$ cat src/rtl/dram_async_ctrl.sv
`timescale 1ns/1ps
module dram_async_ctrl #(
  parameter int ROW_W     = 10,
  parameter int COL_W     = 10,
  parameter int DATA_W    = 16,
  parameter int T_RCD     = 3,
  parameter int T_CAS     = 3,
  parameter int T_RAC     = 12,
  parameter int T_RP      = 8,
  parameter int T_RFC     = 10,
  parameter int REFI      = 3125,
  parameter int T_RAS_MAX = 2000
) (
  input  logic                                      clk,
  input  logic                                      rst_n,
  input  logic                                      req,
  input  logic                                      req_we,
  input  logic [ROW_W+COL_W-1:0]                    req_addr,
  input  logic [DATA_W-1:0]                         req_wdata,
  output logic                                      req_ready,
  output logic [DATA_W-1:0]                         rsp_rdata,
  output logic                                      rsp_valid,
  output logic [(ROW_W > COL_W ? ROW_W : COL_W)-1:0] dram_addr,
  output logic                                      dram_ras_n,
  output logic                                      dram_cas_n,
  output logic                                      dram_we_n,
  output logic [DATA_W-1:0]                         dram_dq_out,
  input  logic [DATA_W-1:0]                         dram_dq_in
);

  localparam int AW = ROW_W + COL_W;
  localparam int MW = (ROW_W > COL_W) ? ROW_W : COL_W;
  localparam int CW = $clog2(REFI + T_RAS_MAX + 2) + 1;
  localparam logic [CW-1:0] RCD_M1   = CW'(T_RCD - 1);
  localparam logic [CW-1:0] CAS_M1   = CW'(T_CAS - 1);
  localparam logic [CW-1:0] RAC_M1   = CW'(T_RAC - 1);
  localparam logic [CW-1:0] RP_M1    = CW'(T_RP - 1);
  localparam logic [CW-1:0] RFC_M1   = CW'(T_RFC - 1);
  localparam logic [CW-1:0] REFI_M1  = CW'(REFI - 1);
  localparam logic [CW-1:0] RP_C     = CW'(T_RP);
  localparam logic [CW-1:0] RCD_C    = CW'(T_RCD);
  localparam logic [CW-1:0] RASMAX_C = CW'(T_RAS_MAX);
  localparam logic [CW-1:0] CLOSE_C  = CW'(T_RAS_MAX - T_CAS - 6);

  typedef enum logic [3:0] {
    S_IDLE, S_ACT, S_RCD, S_COLA, S_CASW, S_PAGE, S_PRE, S_RCBR, S_RREF
  } st_t;

  st_t               state;
  logic [CW-1:0]     cnt, ras_age, hi_age, ref_cnt;
  logic              ref_pend, pend;
  logic [ROW_W-1:0]  row_q;
  logic [COL_W-1:0]  col_q;
  logic              we_q;
  logic [DATA_W-1:0] wd_q;

  wire [ROW_W-1:0] in_row = req_addr[AW-1:COL_W];
  wire [COL_W-1:0] in_col = req_addr[COL_W-1:0];
  wire             ref_go = ref_pend && (state == S_IDLE || (state == S_PRE && cnt == '0));

  assign req_ready = !ref_pend &&
                     (state == S_IDLE || (state == S_PAGE && ras_age < CLOSE_C));

  always_ff @(posedge clk or negedge rst_n) begin
    if (!rst_n) begin
      ref_cnt  <= '0;
      ref_pend <= 1'b0;
    end else begin
      ref_cnt <= (ref_cnt == REFI_M1) ? '0 : ref_cnt + 1'b1;
      if (ref_cnt == REFI_M1) ref_pend <= 1'b1;
      else if (ref_go)        ref_pend <= 1'b0;
    end
  end

  always_ff @(posedge clk or negedge rst_n) begin
    if (!rst_n) begin
      ras_age <= '0;
      hi_age  <= RP_C;
    end else if (dram_ras_n) begin
      ras_age <= '0;
      if (hi_age < RP_C) hi_age <= hi_age + 1'b1;
    end else begin
      ras_age <= ras_age + 1'b1;
      hi_age  <= '0;
    end
  end

  always_ff @(posedge clk or negedge rst_n) begin
    if (!rst_n) begin
      state       <= S_IDLE;
      cnt         <= '0;
      pend        <= 1'b0;
      row_q       <= '0;
      col_q       <= '0;
      we_q        <= 1'b0;
      wd_q        <= '0;
      dram_addr   <= '0;
      dram_ras_n  <= 1'b1;
      dram_cas_n  <= 1'b1;
      dram_we_n   <= 1'b1;
      dram_dq_out <= '0;
      rsp_rdata   <= '0;
      rsp_valid   <= 1'b0;
    end else begin
      rsp_valid <= 1'b0;
      case (state)
        S_IDLE: begin
          if (ref_pend) begin
            dram_cas_n <= 1'b0;
            state      <= S_RCBR;
          end else if (req) begin
            row_q     <= in_row;
            col_q     <= in_col;
            we_q      <= req_we;
            wd_q      <= req_wdata;
            dram_addr <= MW'(in_row);
            state     <= S_ACT;
          end
        end
        S_ACT: begin
          dram_ras_n <= 1'b0;
          cnt        <= RCD_M1;
          state      <= S_RCD;
        end
        S_RCD: begin
          if (cnt != '0) cnt <= cnt - 1'b1;
          else begin
            dram_addr   <= MW'(col_q);
            dram_dq_out <= wd_q;
            dram_we_n   <= !we_q;
            state       <= S_COLA;
          end
        end
        S_COLA: begin
          dram_cas_n <= 1'b0;
          cnt        <= CAS_M1;
          state      <= S_CASW;
        end
        S_CASW: begin
          if (cnt != '0) cnt <= cnt - 1'b1;
          else if (ras_age >= RAC_M1) begin
            dram_cas_n <= 1'b1;
            dram_we_n  <= 1'b1;
            if (!we_q) begin
              rsp_rdata <= dram_dq_in;
              rsp_valid <= 1'b1;
            end
            state <= S_PAGE;
          end
        end
        S_PAGE: begin
          if (ref_pend || ras_age >= CLOSE_C) begin
            dram_ras_n <= 1'b1;
            cnt        <= RP_M1;
            state      <= S_PRE;
          end else if (req) begin
            col_q <= in_col;
            we_q  <= req_we;
            wd_q  <= req_wdata;
            if (in_row == row_q) begin
              dram_addr   <= MW'(in_col);
              dram_dq_out <= req_wdata;
              dram_we_n   <= !req_we;
              state       <= S_COLA;
            end else begin
              row_q      <= in_row;
              pend       <= 1'b1;
              dram_ras_n <= 1'b1;
              cnt        <= RP_M1;
              state      <= S_PRE;
            end
          end
        end
        S_PRE: begin
          if (cnt != '0) cnt <= cnt - 1'b1;
          else if (ref_pend) begin
            dram_cas_n <= 1'b0;
            state      <= S_RCBR;
          end else if (pend) begin
            pend      <= 1'b0;
            dram_addr <= MW'(row_q);
            state     <= S_ACT;
          end else begin
            state <= S_IDLE;
          end
        end
        S_RCBR: begin
          dram_ras_n <= 1'b0;
          cnt        <= RFC_M1;
          state      <= S_RREF;
        end
        S_RREF: begin
          if (cnt != '0) cnt <= cnt - 1'b1;
          else begin
            dram_ras_n <= 1'b1;
            dram_cas_n <= 1'b1;
            cnt        <= RP_M1;
            state      <= S_PRE;
          end
        end
        default: state <= S_IDLE;
      endcase
    end
  end

  AST_IDLE_STROBES: assert property (@(posedge clk) disable iff (!rst_n)
    (state == S_IDLE) |-> (dram_ras_n && dram_cas_n && dram_we_n));
  AST_RCD_MET: assert property (@(posedge clk) disable iff (!rst_n)
    ($fell(dram_cas_n) && !dram_ras_n) |-> (ras_age >= RCD_C));
  AST_WE_NEEDS_ROW: assert property (@(posedge clk) disable iff (!rst_n)
    !dram_we_n |-> !dram_ras_n);
  AST_VALID_PULSE: assert property (@(posedge clk) disable iff (!rst_n)
    rsp_valid |=> !rsp_valid);
  AST_PRECHARGE: assert property (@(posedge clk) disable iff (!rst_n)
    $fell(dram_ras_n) |-> (hi_age >= RP_C));
  AST_CBR_READY_LOW: assert property (@(posedge clk) disable iff (!rst_n)
    (!dram_cas_n && dram_ras_n) |-> !req_ready);
  AST_RAS_LIMIT: assert property (@(posedge clk) disable iff (!rst_n)
    !dram_ras_n |-> (ras_age < RASMAX_C));

endmodule

$ cat config.mk
export PLATFORM = sky130hd
export DESIGN_NAME = dram_async_ctrl
export DESIGN_NICKNAME = d
export VERILOG_FILES = /design/src/rtl/dram_async_ctrl.sv
export SDC_FILE = /design/constraint.sdc
export NUM_CORES = 1
export LEC_CHECK = 0
export BUFFER_PORTS_ARGS = -buffer_cell sky130_fd_sc_hd__buf_2
export CORE_AREA = 2 2 117 119
export DETAILED_ROUTE_END_ITERATION = 7
export DIE_AREA = 0 0 119 121
export GPL_ROUTABILITY_DRIVEN = 0
export PLACE_DENSITY = 0.75
export RECOVER_POWER = 25
export SYNTH_ARGS = -nofsm -noshare
export SYNTH_HDL_FRONTEND = slang
export SYNTH_SLANG_ARGS = --single-unit
$ cat constraint.sdc
create_clock -name clk -period 3.1 [get_ports clk]
set_input_delay 0.62 -clock clk [delete_from_list [all_inputs] [get_ports clk]]
set_output_delay 0.62 -clock clk [all_outputs]
set_load 0.01 [all_outputs]
# ---- Word level (Yosys, flattened, before mapping)
# Cells that the tools add are included.
dict set report totals {
  n_memories 0
  input_bits 56
  mem_bits_rw 0
  reg_bits 131
  latchBits 0
  out_inout_bits 47
  rom_bits 0
  elab_cells 165
}
dict set report op_classes {
  bitwise 2
  order_cmp 3
  eq_ne 27
  n_mux 77
  add_sub_neg 3
  n_reduce_logical 36
  shift 0
  div 0
  n_mul 0
}
# cell n
set ops {}
lappend ops {{$mux 10} 15}
lappend ops {{$mux 16} 7}
lappend ops {{$mux 14} 7}
lappend ops {{$pmux 14 s5} 1}
lappend ops {{$pmux 16 s2} 2}
lappend ops {{$pmux 10 s2} 2}
lappend ops {{$pmux 10 s4} 1}
lappend ops {{$mux 4} 9}
lappend ops {{$pmux 4 s9} 1}
lappend ops {{$add 14x1->14 const B} 2}
lappend ops {{$mux 1} 25}
lappend ops {{$ne 2x2->1 const B} 12}
lappend ops {{$eq 4x3->1 const B} 4}
lappend ops {{$eq 14x12->1 const B} 1}
lappend ops {{$ge 14x11->1 const B} 1}
lappend ops {{$ge 14x4->1 const B} 1}
lappend ops {{$logic_not 14->1} 1}
lappend ops {{$lt 14x11->1 const B} 1}
lappend ops {{$reduce_and 7->1} 2}
lappend ops {{$reduce_bool 14->1} 1}
lappend ops {{$sub 14x1->14 const B} 1}
lappend ops {{$reduce_and 4->1} 3}
lappend ops {{$reduce_and 6->1} 2}
lappend ops {{$eq 10x10->1} 1}
lappend ops {{24 further kinds} 45}

# ---- Logic depth before layout (Yosys ltp)
dict set report logic_depth {
  word_depth 6
  depth_mapped 12
  mapped_depth_nobuf 8
}

# ---- Least setup slack after synthesis
# Ideal clock, no wire load.
dict set report synth_timing {
  kind {register -> register}
  start {register cnt[0]}
  end {register dram_addr[0] (netlist name)}
  setup_time_ps 125
  t_required_ps 2975
  t_arrival_ps 2899
  synth_period_minus_slack_ps 3024
  path_stages_with_launch 12
  path_buffers 3
  slack_ps 76
  cell_sequence {dfrtp_1 -> inv_1 -> ha_1 -> or4b_1 -> buf_2 -> o41ai_4 -> o22ai_2 -> or3_1 -> buf_2 -> a211o_1 -> buf_6 -> mux2_4}
}
dict set report synth_via {
  elab_chain_cells 3
  word_cells_on_any_way 4
  cone_classes {2 x eq/ne; 2 x reduce/logical}
}
# element line
set synth_rtl {}
lappend synth_rtl {{from (decl)} 50} ;# logic [CW-1:0] cnt, ras_age, hi_age, ref_cnt;
lappend synth_rtl {{from (signal assigned)} 126} ;# if (cnt != '0) cnt <= cnt - 1'b1;
lappend synth_rtl {{from (signal assigned)} 140} ;# if (cnt != '0) cnt <= cnt - 1'b1;
lappend synth_rtl {{from (signal assigned)} 175} ;# if (cnt != '0) cnt <= cnt - 1'b1;
lappend synth_rtl {{$reduce_bool 14->1 (*)} {126, 175}}
lappend synth_rtl {{$ne 2x2->1 (no line)} -}
lappend synth_rtl {{$reduce_and 10->1 (no line) (*)} -}
lappend synth_rtl {{to (signal assigned)} 116} ;# dram_addr <= MW'(in_row);
lappend synth_rtl {{to (signal assigned)} 128} ;# dram_addr <= MW'(col_q);
lappend synth_rtl {{to (signal assigned)} 181} ;# dram_addr <= MW'(row_q);
lappend synth_rtl {{to (decl)} 23} ;# output logic [(ROW_W > COL_W ? ROW_W : COL_W)-1:0] dram_addr,
# Mark *: on every way between the ends. The rest lies on a longest branch, timed or not.
# A chain may end at the register's enable or synchronous reset.

# ---- Final worst setup path
dict set report layout_timing {
  start {register ras_age[0]}
  end {output port req_ready}
}
dict set report layout_via {
  elab_chain_cells 4
}
# element line
set layout_rtl {}
lappend layout_rtl {{from (decl)} 50}
lappend layout_rtl {{from (signal assigned)} 83} ;# ras_age <= ras_age + 1'b1;
lappend layout_rtl {{$lt 14x11->1} 62} ;# (state == S_IDLE || (state == S_PAGE && ras_age < CLOSE_C));
lappend layout_rtl {{$logic_and 1x1->1} 62}
lappend layout_rtl {{$logic_or 1x1->1} 62}
lappend layout_rtl {{$logic_and 1x1->1} 61} ;# assign req_ready = !ref_pend &&
lappend layout_rtl {{to (decl)} 20} ;# output logic req_ready,
# Every way passes these cells.

==> run_results.csv <==
group,metric,value,unit
sta,fmax,0.3407,GHz
sta,setup_viol,0,
yosys,syn-num-nets,708,
floorplan,die-area,14400,sq um
flow_run,drv_cap,0,
clock_network,worstSkewPairLatency,0.42,ns
status,status,"finished, final reports clean",
pwr,intPower,5156,uW
floorplan,start_util,50.17,%
clock_network,cts_tree,"yes",
clock_network,cts_root_buf,"clkbuf_16",
hold_path,min_path_cells,3,
setup_path,setup.worst_path.start,"ras_age[0]",
clock_network,cts_hold_buf,0,
hold_path,hold_path.class,"in -> reg",
global_routing,antenna_found_initial,0,
finish,layout.cells.non_filler,952,
place,portBuffers,102,
finish,drive_gt1_share,29.25,%
place,hpwl,10620,microns
pwr,power_frac_clock,24.9,%
sta,fin_crit,2.935,ns
setup_path,critPathLaunchType,"register",
pwr,p_seq_share,34.5,%
clock_network,cts_buffers,17,
sta,finalClockSkew,0.008121,ns
clock_network,cts_resized,0,
pwr,combPwrFrac,40.6,%
global_routing,grt_use_total,22.69,%
yosys,synth-edff-count,0,
finish,n_antenna_cell,0,
global_routing,grt_max_degree,53,
drt,postRouteAntennaNets,0,
global_routing,grt_pass1_vias,5547,
floorplan,die_y,121,microns
yosys,avgSynthCellArea,10.13,sq um
setup_path,crit_type,"reg -> out",
yosys,ys.flop_type,"dfrtp_1",
floorplan,core.rowCount,42,
finish,nets,824,
yosys,ys_types,62,
sta,rsz0062_at_grt,"false",
yosys,ys_seq_area_share,49.99,%
drt,drc,0,
clock_network,postCtsSetupBuffers,0,
drt,viasPerCell,5.692,
drt,drt_first_pass_iters,8,
drt,wire_per_inst,16.37,microns
drt,drt_iter0_drc,479,
place,dpl.cell_count,921,
setup_path,cp-end-kind,"output pin",
floorplan,die_w,119,microns
sta,hold_ws,0.3932,ns
sta,finalCritPeriodShare,94.67,%
pwr,switching_share,35.39,%
finish,syn2layout_area_growth,22.11,%
drt,via_count,5419,
yosys,synth_top_area_cell,"dfrtp_1",
setup_path,reg2reg_depth,9,
hold_path,hp-start,"dram_dq_in[0]",
pwr,p_sw,2825,uW
yosys,yosys_warnings,0,
setup_path,r2r-start,"cnt[1]",
pwr,power.leakage,0.003572,uW
sta,slew_violations,0,
yosys,async_flop_share,100.0,%
finish,fill_cells,1041,
global_routing,grt_overflow,0,
setup_path,cp.required,2.48,ns
sta,hold_viol,0,
pwr,power_density,995.6,nW/um^2
sta,finalSetupTns,0,ns
yosys,synthTopCellsByArea,"dfrtp_1, mux2_2, nand2_1, xnor2_1, o21ai_0",
setup_path,cp_max_fo,4,
yosys,synth.top_cell.area_share,48.79,%
yosys,yosys_register_bits,131,
clock_network,h-tree-depth,4,
floorplan,core,13090,sq um
setup_path,arrival,2.31,ns
floorplan,ios,103,
clock_network,numClockSinks,131,
pwr,peakVddDrop,0.0005812,V
clock_network,cts.clk_slew.worst_paths,0.06,ns
yosys,syn_inst,648,
yosys,syn-cell-area,6565,sq um
sta,max_slew_margin,7.656,%
global_routing,grt_pass1_wl,26100,microns
drt,drt-total-wl,15580,microns
clock_network,cts_buffer_depth,2,
sta,worst_pin_slew,1.385,ns
## final cells by class
cell class	count	area (sq um)	share of cell area, %
inverters	11	43.79	0.5463
multi-input cells	472	3131	39.05
clock inverters	8	101.3	1.264
repair buffers	131	750.7	9.365
flip-flops and latches	131	3282	40.94
well taps	176	220.2	2.747
clock buffers	23	488.0	6.087
## critical path, stage by stage, from the launching register on
cell and delay [ns]:
dfrtp_1 0.41, ha_1 0.26, a2111oi_1 0.58, o311ai_1 0.19, o21ai_0 0.23, buf_2 0.22
## synth_stat cells (all sizes together), types with 3 or more instances
cell    number
ha           4
o22ai        5
a222oi      10
a21oi       23
and3         4
or4          6
or3         11
o211ai       6
nor4         5
nor2        40
mux2i       16
a21o         4
mux2        51
a211o        3
dfrtp      128
a211oi       3
nor2b        5
nor3        14
dfstp        3
buf         10
inv         11
o31a         4
or2          3
nand3       23
nand2      115
xor2        10
nand4        7
nand2b       3
o21ai       36
clkbuf      24
a31oi        8
o31ai        6
xnor2       23
## power by group through the flow
stage / combinational, uW / clock, uW / sequential, uW
after floorplan: 2230 / 0 / 2700
after global placement: 3090 / 0 / 2720
after detailed placement: 3210 / 0 / 2760
after CTS: 3220 / 2020 / 2740
after global routing: 3540 / 2090 / 2830
final: 3240 / 1990 / 2750
## logic make-up (layout without fill, tap and decap cells)
family / after synthesis / after routing / synth area share [%]
adder cells (fa/ha/maj): 4 / 4 / 0.7624
AND/OR/NAND/NOR: 242 / 242 / 16.98
multiplexers: 67 / 67 / 11.76
flip-flops: 131 / 131 / 49.99
XOR/XNOR: 33 / 33 / 4.402
AO/OA/AOI/OAI: 126 / 126 / 13.26
buffers and inverters: 45 / 173 / 2.840
## registers in the layout (all words and copies together) (netlist names), 4 cells and up
| signal | count |
|---|---|
| row_q | 10 |
| ref_cnt | 14 |
| rsp_rdata | 16 |
| ras_age | 14 |
| cnt | 14 |
| col_q | 10 |
| wd_q | 16 |
| dram_addr | 10 |
| state | 4 |
| dram_dq_out | 16 |
## per-layer routing
metal	vias up	routed length (microns)	global-route usage (%)
li1	2556	-	-
met1	2662	6607	27.84
met2	172	7833	37.97
met3	29	824	5.545
met4	0	315	10.34
met5	-	0	0
## stage by stage
step	utilization [%]	instance area, sq um	worst slack (ns)	power (uW)
floorplan	-	6565	0.07635	4924
global placement	56.73	7423	0.2177	5807
detailed placement	56.73	7423	0.1266	5965
CTS	61.24	8013	0.02510	7988
global route	61.26	8016	0.02228	8457
finish	61.26	8016	0.1651	7981
## final timing paths
| check | slack, ns | end |
|---|---|---|
| worst max-delay path | 0.17 | req_ready |
| worst min-delay path | 0.39 | rsp_rdata[0] |
| worst max register to register | 0.18 | dram_addr[4] |
| worst min register to register | 0.47 | rsp_rdata[13] |
| max in group asynchronous | 0.96 | row_q[5] |
| min in group asynchronous | 0.52 | ras_age[4] |
## layout by cell type, fill, tap and decap left out, drive strengths merged, types with 3 or more instances in the layout
cell / count
o31ai: 6
mux2i: 16
a21oi: 23
nand2b: 3
or3: 11
o22ai: 5
nand2: 115
a21o: 4
o211ai: 6
a31oi: 8
a211o: 3
nor3: 14
a211oi: 3
inv: 11
ha: 4
nor4: 5
clkinvlp: 3
dfstp: 3
clkinv: 3
a222oi: 10
buf: 129
or4: 6
xnor2: 23
and3: 4
o31a: 4
mux2: 51
nand4: 7
clkbuf: 25
nor2b: 5
nor2: 40
or2: 3
nand3: 23
dfrtp: 128
xor2: 10
o21ai: 36
Power figures use the tool's default switching activity.
